## src/rtl/kwd_pkg.sv

```systemverilog
package kwd_pkg;
    typedef enum logic {KS_WAIT, KS_HALF} kwd_key_e;
    typedef enum logic {WD_DISARMED, WD_ARMED} kwd_arm_e;
    typedef enum logic {RP_QUIET, RP_DRIVE} kwd_pulse_e;

    localparam logic [7:0] KWD_KEY_FIRST  = 8'h1E;
    localparam logic [7:0] KWD_KEY_SECOND = 8'hE1;
endpackage

```

## src/rtl/kwd_keyseq.sv

```systemverilog
module kwd_keyseq
    import kwd_pkg::*;
#(
    parameter int DATA_W = 8,
    parameter logic [DATA_W-1:0] KEY_FIRST  = KWD_KEY_FIRST,
    parameter logic [DATA_W-1:0] KEY_SECOND = KWD_KEY_SECOND
) (
    input  logic              clk,
    input  logic              rst_n,
    input  logic              wr_en,
    input  logic [DATA_W-1:0] wr_data,
    output logic              key_ok
);
    kwd_key_e st_q, st_d;

    // state register
    always_ff @(posedge clk or negedge rst_n) begin
        if (!rst_n) st_q <= KS_WAIT;
        else        st_q <= st_d;
    end

    // next state: any write while half-way ends the attempt
    always_comb begin
        st_d = st_q;
        if (wr_en) begin
            unique case (st_q)
                KS_WAIT: st_d = (wr_data == KEY_FIRST) ? KS_HALF : KS_WAIT;
                KS_HALF: st_d = KS_WAIT;
                default: st_d = KS_WAIT;
            endcase
        end
    end

    // outputs
    always_comb begin
        key_ok = wr_en && (st_q == KS_HALF) && (wr_data == KEY_SECOND);
    end
endmodule

```

## src/rtl/kwd_counter.sv

```systemverilog
module kwd_counter
    import kwd_pkg::*;
#(
    parameter int CNT_W = 14
) (
    input  logic clk,
    input  logic rst_n,
    input  logic key_ok,
    input  logic tick,
    output logic expired
);
    localparam logic [CNT_W-1:0] TOP_VAL   = '1;
    localparam logic [CNT_W-1:0] LAST_STEP = TOP_VAL - CNT_W'(1);

    kwd_arm_e          st_q, st_d;
    logic [CNT_W-1:0]  cnt_q, cnt_d;
    logic              exp_d, exp_q;

    // state register
    always_ff @(posedge clk or negedge rst_n) begin
        if (!rst_n) begin
            st_q  <= WD_DISARMED;
            cnt_q <= '0;
        end else begin
            st_q  <= st_d;
            cnt_q <= cnt_d;
        end
    end

    // next state and count; a valid key outranks a coincident tick
    always_comb begin
        st_d  = st_q;
        cnt_d = cnt_q;
        exp_d = 1'b0;
        unique case (st_q)
            WD_DISARMED: begin
                cnt_d = '0;
                if (key_ok) st_d = WD_ARMED;
            end
            WD_ARMED: begin
                if (key_ok) begin
                    cnt_d = '0;
                end else if (tick) begin
                    if (cnt_q == LAST_STEP) begin
                        st_d  = WD_DISARMED;
                        cnt_d = '0;
                        exp_d = 1'b1;
                    end else begin
                        cnt_d = cnt_q + CNT_W'(1);
                    end
                end
            end
            default: begin
                st_d  = WD_DISARMED;
                cnt_d = '0;
            end
        endcase
    end

    // outputs
    always_ff @(posedge clk or negedge rst_n) begin
        if (!rst_n) exp_q <= 1'b0;
        else        exp_q <= exp_d;
    end

    assign expired = exp_q;
endmodule

```

## src/rtl/kwd_rstpulse.sv

```systemverilog
module kwd_rstpulse
    import kwd_pkg::*;
#(
    parameter int PULSE_LEN = 98
) (
    input  logic clk,
    input  logic rst_n,
    input  logic trig,
    input  logic suppress,
    output logic pulse
);
    localparam int PW = (PULSE_LEN > 1) ? $clog2(PULSE_LEN) : 1;
    localparam logic [PW-1:0] LOAD = PW'(PULSE_LEN - 1);

    kwd_pulse_e    st_q, st_d;
    logic [PW-1:0] left_q, left_d;
    logic          pulse_q;

    // state register
    always_ff @(posedge clk or negedge rst_n) begin
        if (!rst_n) begin
            st_q   <= RP_QUIET;
            left_q <= '0;
        end else begin
            st_q   <= st_d;
            left_q <= left_d;
        end
    end

    // next state
    always_comb begin
        st_d   = st_q;
        left_d = left_q;
        unique case (st_q)
            RP_QUIET: begin
                if (trig && !suppress) begin
                    st_d   = RP_DRIVE;
                    left_d = LOAD;
                end
            end
            RP_DRIVE: begin
                if (left_q == '0) st_d = RP_QUIET;
                else              left_d = left_q - PW'(1);
            end
            default: st_d = RP_QUIET;
        endcase
    end

    // outputs
    always_ff @(posedge clk or negedge rst_n) begin
        if (!rst_n) pulse_q <= 1'b0;
        else        pulse_q <= (st_d == RP_DRIVE);
    end

    assign pulse = pulse_q;
endmodule

```

## src/rtl/keyed_watchdog.sv

```systemverilog
module keyed_watchdog
    import kwd_pkg::*;
#(
    parameter int CNT_W     = 14,
    parameter int DATA_W    = 8,
    parameter int PULSE_LEN = 98,
    parameter logic [DATA_W-1:0] KEY_FIRST  = KWD_KEY_FIRST,
    parameter logic [DATA_W-1:0] KEY_SECOND = KWD_KEY_SECOND
) (
    input  logic              clk,
    input  logic              rst_n,
    input  logic              mc_tick,
    input  logic              key_we,
    input  logic [DATA_W-1:0] key_wdata,
    input  logic              idle_mode,
    input  logic              pwr_down,
    input  logic              idle_hold,
    input  logic              rst_out_suppress,
    output logic              rst_out,
    output logic              wdt_expired
);
    logic key_ok;
    logic count_tick;

    // qualified tick: machine cycle, not powered down, not frozen by idle
    always_comb begin
        count_tick = mc_tick && !pwr_down && !(idle_mode && idle_hold);
    end

    kwd_keyseq #(
        .DATA_W    (DATA_W),
        .KEY_FIRST (KEY_FIRST),
        .KEY_SECOND(KEY_SECOND)
    ) u_keyseq (
        .clk    (clk),
        .rst_n  (rst_n),
        .wr_en  (key_we),
        .wr_data(key_wdata),
        .key_ok (key_ok)
    );

    kwd_counter #(
        .CNT_W(CNT_W)
    ) u_counter (
        .clk    (clk),
        .rst_n  (rst_n),
        .key_ok (key_ok),
        .tick   (count_tick),
        .expired(wdt_expired)
    );

    kwd_rstpulse #(
        .PULSE_LEN(PULSE_LEN)
    ) u_rstpulse (
        .clk     (clk),
        .rst_n   (rst_n),
        .trig    (wdt_expired),
        .suppress(rst_out_suppress),
        .pulse   (rst_out)
    );
endmodule

```

## config.mk

```make
export PLATFORM = sky130hd
export DESIGN_NAME = keyed_watchdog
export DESIGN_NICKNAME = d
export VERILOG_FILES = /design/src/rtl/kwd_pkg.sv /design/src/rtl/kwd_keyseq.sv /design/src/rtl/kwd_counter.sv /design/src/rtl/kwd_rstpulse.sv /design/src/rtl/keyed_watchdog.sv
export SDC_FILE = /design/constraint.sdc
export NUM_CORES = 1
export LEC_CHECK = 0
export BUFFER_PORTS_ARGS = -buffer_cell sky130_fd_sc_hd__buf_2
export CELL_PAD_IN_SITES_DETAIL_PLACEMENT = 1
export CELL_PAD_IN_SITES_GLOBAL_PLACEMENT = 1
export CORE_ASPECT_RATIO = 0.75
export CORE_UTILIZATION = 46
export DETAILED_ROUTE_END_ITERATION = 7
export GPL_ROUTABILITY_DRIVEN = 0
export PLACE_DENSITY = 0.91
export SLEW_MARGIN = 0
export SYNTH_ARGS = -nofsm -noshare
export SYNTH_HDL_FRONTEND = slang
export SYNTH_SLANG_ARGS = --single-unit
```

## constraint.sdc

```tcl
create_clock -name clk -period 3.05 [get_ports clk]
set_input_delay 0.61 -clock clk [delete_from_list [all_inputs] [get_ports clk]]
set_output_delay 0.61 -clock clk [all_outputs]
set_load 0.005 [all_outputs]
```

Word level (Yosys, flattened, before mapping)

Index checks and enable logic that the tools add are counted.

Multiply operators: 0
Divide/modulo/power cells: 0
Equal/unequal tests: 6
Shift-type cells: 0
Reductions and logical operators: 11
Magnitude comparators: 0
Add/subtract/negate cells: 2
Bitwise operators: 3
Mux-type cells: 21

Operators by type and width:

| cell                                                                     | count |
|---|---|
| 14-bit two-way mux                                                       | 3 |
| 14-bit case mux with 2 select lines                                      | 1 |
| 14-bit by 1-bit adder with 14-bit output (second input constant)         | 1 |
| 14-bit == test (second input constant)                                   | 1 |
| 7-bit two-way mux                                                        | 2 |
| 7-bit case mux with 2 select lines                                       | 1 |
| 1-bit two-way mux                                                        | 11 |
| 8-bit by 5-bit == test with 1-bit output (second input constant)         | 1 |
| 8-bit == test (second input constant)                                    | 1 |
| 7-bit zero test                                                          | 1 |
| 7-bit by 1-bit subtractor with 7-bit output (second input constant)      | 1 |
| 1-bit logical AND                                                        | 6 |
| 1-bit case mux with 2 select lines                                       | 3 |
| 1-bit zero test                                                          | 3 |
| 3-bit inequality test (second input constant)                            | 1 |
| 1-bit inverter                                                           | 3 |
| 2-bit by 1-bit inequality test with 1-bit output (second input constant) | 1 |
| 2-bit inequality test (second input constant)                            | 1 |
| 2-bit AND reduction                                                      | 1 |

Bits in registers: 25
Output and inout port bits: 2
Memories kept: 0
Memory bits (read-only): 0
Input port bits: 16
Bits in writable memories: 0
Word-level logic and storage cells: 49
Bits in latches: 0

Logic depth before layout (Yosys ltp)

Gate-level depths: netlist of run 1.

Depth in word-level cells: 6
Depth in mapped cells: 7
Gate-level depth less buffers: 6

Cells and area by module

From an unflattened synthesis of run 1, not the netlist that was laid out.

Cells, all modules: 138
Area total of the unflattened synthesis: 1,391.3 um2

By module, submodules not included:

| module         | sequential area each (um2) | area an instance (um2) | cells each | instances |
|---|---|---|---|---|
| kwd_counter    | 400.4                      | 868.3                  | 87         | 1 |
| kwd_rstpulse   | 200.2                      | 407.9                  | 40         | 1 |
| kwd_keyseq     | 25.0                       | 98.8                   | 9          | 1 |
| keyed_watchdog | 0.0                        | 16.3                   | 2          | 1 |

Least setup slack after synthesis of run 1

OpenSTA, ideal clock, no wires.

Kind: input port to flip-flop
Start: input key_wdata[2]
End: register u_counter.cnt_q[4]
Path buffers: 1
Required time: 2.914 ns
Setup time: 0.136 ns
Path slack: 1.306 ns
Stages: 5
Arrival time: 1.608 ns
Cells stage by stage: nor4b_1 > a41o_1 > buf_2 > o21bai_1 > nor2_1

Longest elaborated chain between the ends: 4
Elaborated cells on any way between the ends: 5
Classes of those cells: eq/ne: 2; mux: 2; reduce/logical: 1

RTL lines:

| what                                | RTL line             | source |
|---|---|---|
| start: declaration                  | keyed_watchdog.sv:14 | `input logic [DATA_W-1:0] key_wdata,` |
| 8-bit == test (*)                   | kwd_keyseq.sv:36     | `key_ok = wr_en && (st_q == KS_HALF) && (wr_data == KEY_SECOND);` |
| 1-bit logical AND (*)               | kwd_keyseq.sv:36     |  |
| 14-bit two-way mux                  | kwd_counter.sv:41    | `if (key_ok) begin` |
| 14-bit case mux with 2 select lines | kwd_counter.sv:35    | `unique case (st_q)` |
| end signal: assignment              | kwd_counter.sv:26    | `cnt_q <= cnt_d;` |
| end: declaration                    | kwd_counter.sv:16    | `logic [CNT_W-1:0] cnt_q, cnt_d;` |

Mark *: on every way between the ends. The rest lies on a longest branch, timed or not.
A chain may end at the register's enable or synchronous reset.

Worst setup path in the final report of run 1

Start: register u_rstpulse.left_q[2]
End: register u_rstpulse.left_q[0]

Longest elaborated chain between the ends: 3

RTL lines:

| what                                   | RTL line           | source |
|---|---|---|
| start: declaration                     | kwd_rstpulse.sv:16 | `logic [PW-1:0] left_q, left_d;` |
| start signal: assignment               | kwd_rstpulse.sv:26 | `left_q <= left_d;` |
| 7-bit zero test                        | kwd_rstpulse.sv:42 | `if (left_q == '0) st_d = RP_QUIET;` |
| 2-bit inequality test (no source line) | n/a                |  |
| 2-bit AND reduction (no source line)   | n/a                |  |

Every way passes these cells.

==> impl_metrics.yaml, run 1 <==
timing:
  finalMaxSlewViolations: 0
  min_period_ns: 2.21
  tightestPinTransition_ns: 0.915
  finalSetupViolCount: 0
  hold_ws_ns: 0.325
  hold_violations: 0
  min_period_over_period_pct: 72.6
  maxSlewHeadroom_pct: 38.3
  fin_tns_setup_ns: 0
  fin_worst_skew_ns: 0.00645
  fmax_ghz: 0.452
  rsz0062_at_grt: "false"
  timing.final.ws_setup_ns: 0.835
routing:
  route.met3.wl_um: 182
  drt_wl_total_um: 3530
  wl_met2_um: 1690
  drtIter0Drc: 77
  routed_via_density: 6.19
  firstDrtPassIters: 4
  remaining_drc_errors: 0
  wirelength_met1_um: 1630
  wire_per_inst_um: 18.0
  dr_total_vias: 1214
  top_layer_used: "met4"
  drtAntennaViolNets: 0
power:
  ir_drop_v: 0.000251
  powerDensity_mw_per_mm2: 364
  p_leak_uw: 0.000611
  total_power_uw: 555
cells_and_area:
  area_growth_pct: 10.9
  fill_cells: 326
  diodes: 0
  nets: 180
  drive_gt1_share_pct: 16.3
  layoutNonFillerInstCount: 196
critical_path:
  rr_endpoint: "u_rstpulse.left_q[0]"
  crit_path_top_delay_cell: "o41ai_2"
  max_stage_delay_ns: 0.74
  ff2ff_path_depth: 4
  cp.required_ns: 3.21
  start_kind: "flop"
  rrSetupSlack_ns: 0.84
  path_cells: "or3_4, o41ai_2, nand2_1, mux2_2"
  critical_path_arrival_ns: 2.37
  cp_max_fo: 11
  reg2reg_from: "u_rstpulse.left_q[2]"
  setup.worst_path.end: "u_rstpulse.left_q[0]"
  crit_type: "flop to flop"
  endpoint_kind: "flop"
  crit_start: "u_rstpulse.left_q[2]"
yosys:
  synth_seq_cells: 25
  netlist_top_cells_area: "dfrtp_1, nand2_1, a21oi_1"
  yosysTopAreaCell: "dfrtp_1"
  synth_edf_count: 0
  synth.top_cell.area_share_pct: 45.5
  synth_ff_type: "dfrtp_1"
  yosysWarnings: 0
  ys_async_sr_fraction_pct: 100
  synthTopCellsByCount: "dfrtp_1, nand2_1, a21oi_1"
  synth_area_mm2: 0.00138
  synth_most_common_cell: "dfrtp_1"
  syn_nets: 162
  synthCells: 143
  yosysSeqAreaShare_pct: 45.5
  syn_avg_cell_area_um2: 9.62
  synth.distinct_cells: 39
floorplan:
  dieHeight_um: 49.4
  initial_core_util_pct: 50.5
  die_area_mm2: 0.00321
  fp.dieW_um: 65.1
  core_mm2: 0.00272
  ioPinCount: 18
  rows: 16
global_routing:
  gr-total-overflow: 0
  antenna_found_initial: 0
  grt_max_degree: 26
  gr-usage-all-layers_pct: 25.0
  grt_pass1_wl_um: 6150
  grt_pass1_vias: 1278
place:
  dp_cells: 192
  hpwlAfterDp_um: 2650
  dpl_worst_slack_ns: 0.782
  io_buffers: 17
min_path:
  holdCritPathClass: "primary input to asynchronous set/reset pin"
clock_tree:
  cts.sinks: 25
  post_cts_resized: 0
  path_clk_slew_ns: 0.09
  ctsHoldBuffers: 0
  cts_buffers: 3
  cts_max_level: 1
  clockRootBuffer: "clkbuf_8"
  cts_buffer_depth: 2
  post-cts-setup-buffers: 0
  cts_tree: "done"
  clk_latency_ns: 0.27
outcome:
  status: "completed"
job:
  maxCapViolations: 0
## placed cells by master, fill, tap and decap left out, types with 2 or more instances in the layout
master	n
xor2_1	3
or4_1	4
nand4b_1	2
or3_1	7
and2_1	3
clkbuf_8	3
inv_1	5
nand3_1	7
o21ai_0	7
nand4_1	6
ha_1	3
buf_2	17
nor2b_1	2
nor3_1	3
dfrtp_1	25
a311oi_1	2
a21oi_1	11
and4_1	3
o31ai_1	3
and3_1	2
a31oi_1	4
nand2_1	16
nor2_1	5
## state kept, by name, indices dropped and copies added, names as in the netlist
name,flops
u_counter.cnt_q,14
u_rstpulse.left_q,7
u_counter.expired,1
u_counter.st_q,1
u_keyseq.st_q,1
u_rstpulse.st_q,1
## metal layers
layer  vias to the layer above  global-route usage (%)
met1                       602                    34.5
li1                        573                       -
met5                         -                       0
met3                         4                    5.61
met2                        35                    40.3
met4                         0                    5.07
## power breakdown
part	internal, µW	switching [µW]	leakage [µW]
clock	93.5	103	0.0000228
sequential	331	0.0459	0.000334
combinational	9.41	17.9	0.000254
## how the worst min path moves through the flow
stage / start / to / slack, ns / cells past startpoint
after floorplan: rst_n / u_counter.cnt_q[0] / 0.31 / 0
after global placement: u_keyseq.st_q / u_keyseq.st_q / 0.46 / 1
after detailed placement: u_keyseq.st_q / u_keyseq.st_q / 0.47 / 1
after CTS: rst_n / u_counter.cnt_q[9] / 0.34 / 1
after global routing: rst_n / u_counter.cnt_q[9] / 0.36 / 1
final: rst_n / u_counter.cnt_q[10] / 0.32 / 1
## logic make-up after synthesis
logic type	share of synthesized area (%)
mux	1.55
compound gates	14.9
flops	45.5
simple gates	30.2
buf+inv	3.18
xor+xnor	1.91
fa+ha+maj	2.73
## per-stage QoR
step / area (µm²) / utilization [%]
after CTS: 1530 / 56.0
after global placement: 1480 / 54.4
after global routing: 1530 / 56.0
after floorplan: 1380 / -
final: 1530 / 56.0
after detailed placement: 1480 / 54.4
## critical path, delay by kind of cell (launching register included)
kind / cells / cell delay, ns
AND/OR/NAND/NOR: 2 / 0.61
multiplexers: 1 / 0.32
AO/OA/AOI/OAI: 1 / 0.74
flip-flops: 1 / 0.43
## final cells by class
class	instances	area (µm²)	area share, %
clock buffers	4	45.0	2.95
inverters	5	18.8	1.23
multi-input cells	109	706	46.3
flip-flops and latches	25	626	41.0
well taps	36	45.0	2.95
repair buffers	17	85.1	5.58
(Power assumes the default switching activity.)
==> run 2: changes to the inputs <==
--- a/config.mk
+++ b/config.mk
@@ -5,14 +5,15 @@
 export SDC_FILE = /design/constraint.sdc
 export NUM_CORES = 1
 export LEC_CHECK = 0
+export ABC_AREA = 1
 export BUFFER_PORTS_ARGS = -buffer_cell sky130_fd_sc_hd__buf_2
 export CELL_PAD_IN_SITES_DETAIL_PLACEMENT = 1
 export CELL_PAD_IN_SITES_GLOBAL_PLACEMENT = 1
 export CORE_ASPECT_RATIO = 0.75
-export CORE_UTILIZATION = 46
+export CORE_UTILIZATION = 42
 export DETAILED_ROUTE_END_ITERATION = 7
 export GPL_ROUTABILITY_DRIVEN = 0
-export PLACE_DENSITY = 0.91
+export PLACE_DENSITY = 0.88
 export SLEW_MARGIN = 0
 export SYNTH_ARGS = -nofsm -noshare
 export SYNTH_HDL_FRONTEND = slang
==> constraint.sdc (replaced) <==
create_clock -name clk -period 2.3 [get_ports clk]
set_input_delay 0.46 -clock clk [delete_from_list [all_inputs] [get_ports clk]]
set_output_delay 0.46 -clock clk [all_outputs]
set_load 0.005 [all_outputs]
==> run 2 against run 1 <==
  * Largest power group unchanged
  * Combinational power rose by 28%
  * Die area rose by 25%
  * Register-to-register slack got worse by 0.22 ns
  * Wire length rose by 6.3%
  * Synthesized cell count rose by 55%
  * Clock power rose by 39%
  * Utilization fell by 4.6 points
  * Highest routed layer unchanged
  * Critical endpoint unchanged
==> impl_metrics.yaml, run 2 <==
yosys:
  synth_area_mm2: 0.00159
  synth_seq_cells: 25
  synth.top_cell.area_share_pct: 39.5
  synth_edf_count: 0
  syn_avg_cell_area_um2: 7.17
  synth.distinct_cells: 26
  synth_most_common_cell: "nand2_1"
  syn_nets: 240
  synthTopCellsByCount: "nand2_1, inv_1, nor2_1, dfrtp_1, nand3_1"
  ys_async_sr_fraction_pct: 100
  synth_ff_type: "dfrtp_1"
  yosysSeqAreaShare_pct: 39.5
  yosysWarnings: 0
  yosysTopAreaCell: "dfrtp_1"
  netlist_top_cells_area: "dfrtp_1, nand2_1, inv_1"
  synthCells: 221
cells_and_area:
  fill_cells: 472
  layout.cells.most_common_list: "nand2_1, inv_1, nor2_1"
  nets: 261
  layoutNonFillerInstCount: 291
  area_growth_pct: 11.7
  diodes: 0
  fin_area_mm2: 0.00177
  utilization_pct: 51.4
  reg_top3: "u_counter.cnt_q: 14 flops, u_rstpulse.left_q: 7 flops"
  regMostFlops: "u_counter.cnt_q"
  largest_register_ffs: 14
  drive_gt1_share_pct: 17.4
  final_common_cell: "nand2_1"
power:
  total_power_uw: 747
  switchingPower_uw: 171
  seqPwrFrac_pct: 58.9
  combPwrFrac_pct: 4.7
  powerDensity_mw_per_mm2: 422
  clkPwrFrac_pct: 36.5
  switching_share_pct: 23.0
  p_int_uw: 575
  p_leak_uw: 0.000846
  ir_drop_v: 0.000303
routing:
  routed_via_density: 4.94
  wirelength_met1_um: 2090
  drtIter0Drc: 105
  drt_wl_total_um: 3750
  dr_total_vias: 1438
  route.met3.wl_um: 106
  wire_per_inst_um: 12.9
  wl_met2_um: 1510
  top_layer_used: "met4"
  firstDrtPassIters: 4
  remaining_drc_errors: 0
  drtAntennaViolNets: 0
critical_path:
  reg2reg_from: "u_rstpulse.left_q[0]"
  crit_type: "flop to flop"
  ff2ff_path_depth: 6
  rrSetupSlack_ns: 0.61
  endpoint_kind: "flop"
  cp_max_fo: 5
  start_kind: "flop"
  rr_endpoint: "u_rstpulse.left_q[0]"
  cp.required_ns: 2.45
  critical_path_arrival_ns: 1.84
floorplan:
  dieHeight_um: 55.2
  core_mm2: 0.00345
  initial_core_util_pct: 46.0
  ioPinCount: 18
  rows: 18
  die_area_mm2: 0.00403
  fp.dieW_um: 72.9
place:
  hpwlAfterDp_um: 2930
  io_buffers: 17
  place_area_mm2: 0.00172
  dp_cells: 287
clock_tree:
  cts_max_level: 1
  clockRootBuffer: "clkbuf_8"
  post_cts_resized: 0
  post-cts-setup-buffers: 0
  cts_buffer_depth: 2
  clk_latency_ns: 0.27
  ctsHoldBuffers: 0
  cts_tree: "done"
  path_clk_slew_ns: 0.09
  cts_buffers: 3
  cts.sinks: 25
timing:
  fin_tns_setup_ns: 0
  finalMaxSlewViolations: 0
  fin_worst_skew_ns: 0.00658
  fmax_ghz: 0.592
  finalSetupViolCount: 0
  tightestPinTransition_ns: 0.592
  rsz0062_at_grt: "false"
  hold_violations: 0
  min_period_ns: 1.69
  maxSlewHeadroom_pct: 60.5
  min_period_over_period_pct: 73.4
job:
  maxCapViolations: 0
global_routing:
  grt_pass1_vias: 1392
  grt_max_degree: 26
  grt_pass1_wl_um: 6620
  gr-total-overflow: 0
  antenna_found_initial: 0
  gr-usage-all-layers_pct: 21.5
min_path:
  holdCritPathClass: "primary input to asynchronous set/reset pin"
outcome:
  status: "completed"
run 2: changes by cell type after synthesis, moves of 4 or more:
| cell | delta |
|---|---|
| nand2_1 | +49 |
| inv_1 | +25 |
| nor2_1 | +21 |
| nand3_1 | +11 |
| or3_1 | -7 |
| nand2_2 | +5 |
| nor2_2 | +5 |
| a21oi_1 | -4 |
| a31oi_1 | -4 |
| or4_1 | -4 |
run 2: metal layers:
| metal | global-route usage (%) | vias up |
|---|---|---|
| met4 | 5.04 | 0 |
| met2 | 31.0 | 23 |
| li1 | - | 739 |
| met3 | 3.83 | 5 |
| met5 | 0 | - |
| met1 | 33.1 | 671 |
run 2: critical path, stage by stage (launching register included):
cell     delay [ns]
dfrtp_1        0.37
inv_1          0.16
ha_1           0.24
and3_1         0.21
nand2_1        0.08
a21oi_1        0.38
a21oi_1        0.12
run 2: cells by family after synthesis:
group	after synthesis	share of synthesized area, %
DFF	25	39.5
xor gates and xnor gates	5	2.76
and+or+nand+nor	138	41.6
adders and majority gates	3	2.37
AOI/OAI and AO/OA	16	5.29
buffers and inverters	34	8.52
run 2: layout make-up:
type	instances	area (µm²)	share of cell area (%)
multi-input cells	162	825	46.6
repair buffers	17	85.1	4.81
well taps	50	62.6	3.53
clock inverters	1	7.51	0.424
flip-flops and latches	25	626	35.3
inverters	33	124	7.00
clock buffers	3	41.3	2.33
run 2: worst max path at each step:
stage	from	to	slack, ns	cells after the start
after detailed placement	idle_mode	u_counter.cnt_q[0]	0.59	9
final	u_rstpulse.left_q[0]	u_rstpulse.left_q[0]	0.61	6
after CTS	u_rstpulse.left_q[0]	u_rstpulse.left_q[0]	0.63	6
after global placement	u_rstpulse.left_q[0]	u_rstpulse.left_q[0]	0.65	6
after global routing	u_rstpulse.left_q[0]	u_rstpulse.left_q[5]	0.41	7
after floorplan	u_rstpulse.left_q[0]	u_rstpulse.left_q[0]	0.95	6
run 2: stage by stage:
step           hold WS [ns]  worst slack [ns]
6_report              0.175             0.612
5_1_grt               0.217             0.409
4_1_cts               0.187             0.632
3_5_place_dp          0.494             0.587
3_3_place_gp          0.489             0.652
2_1_floorplan         0.164             0.953
run 2: power by group through the flow:
stage | registers [µW] | clock network (µW) | logic [µW]
after floorplan | 448 | 0 | 11.1
after global placement | 448 | 0 | 34.8
after detailed placement | 448 | 0 | 36.0
after CTS | 439 | 283 | 36.0
after global routing | 439 | 294 | 40.2
final | 439 | 272 | 34.9
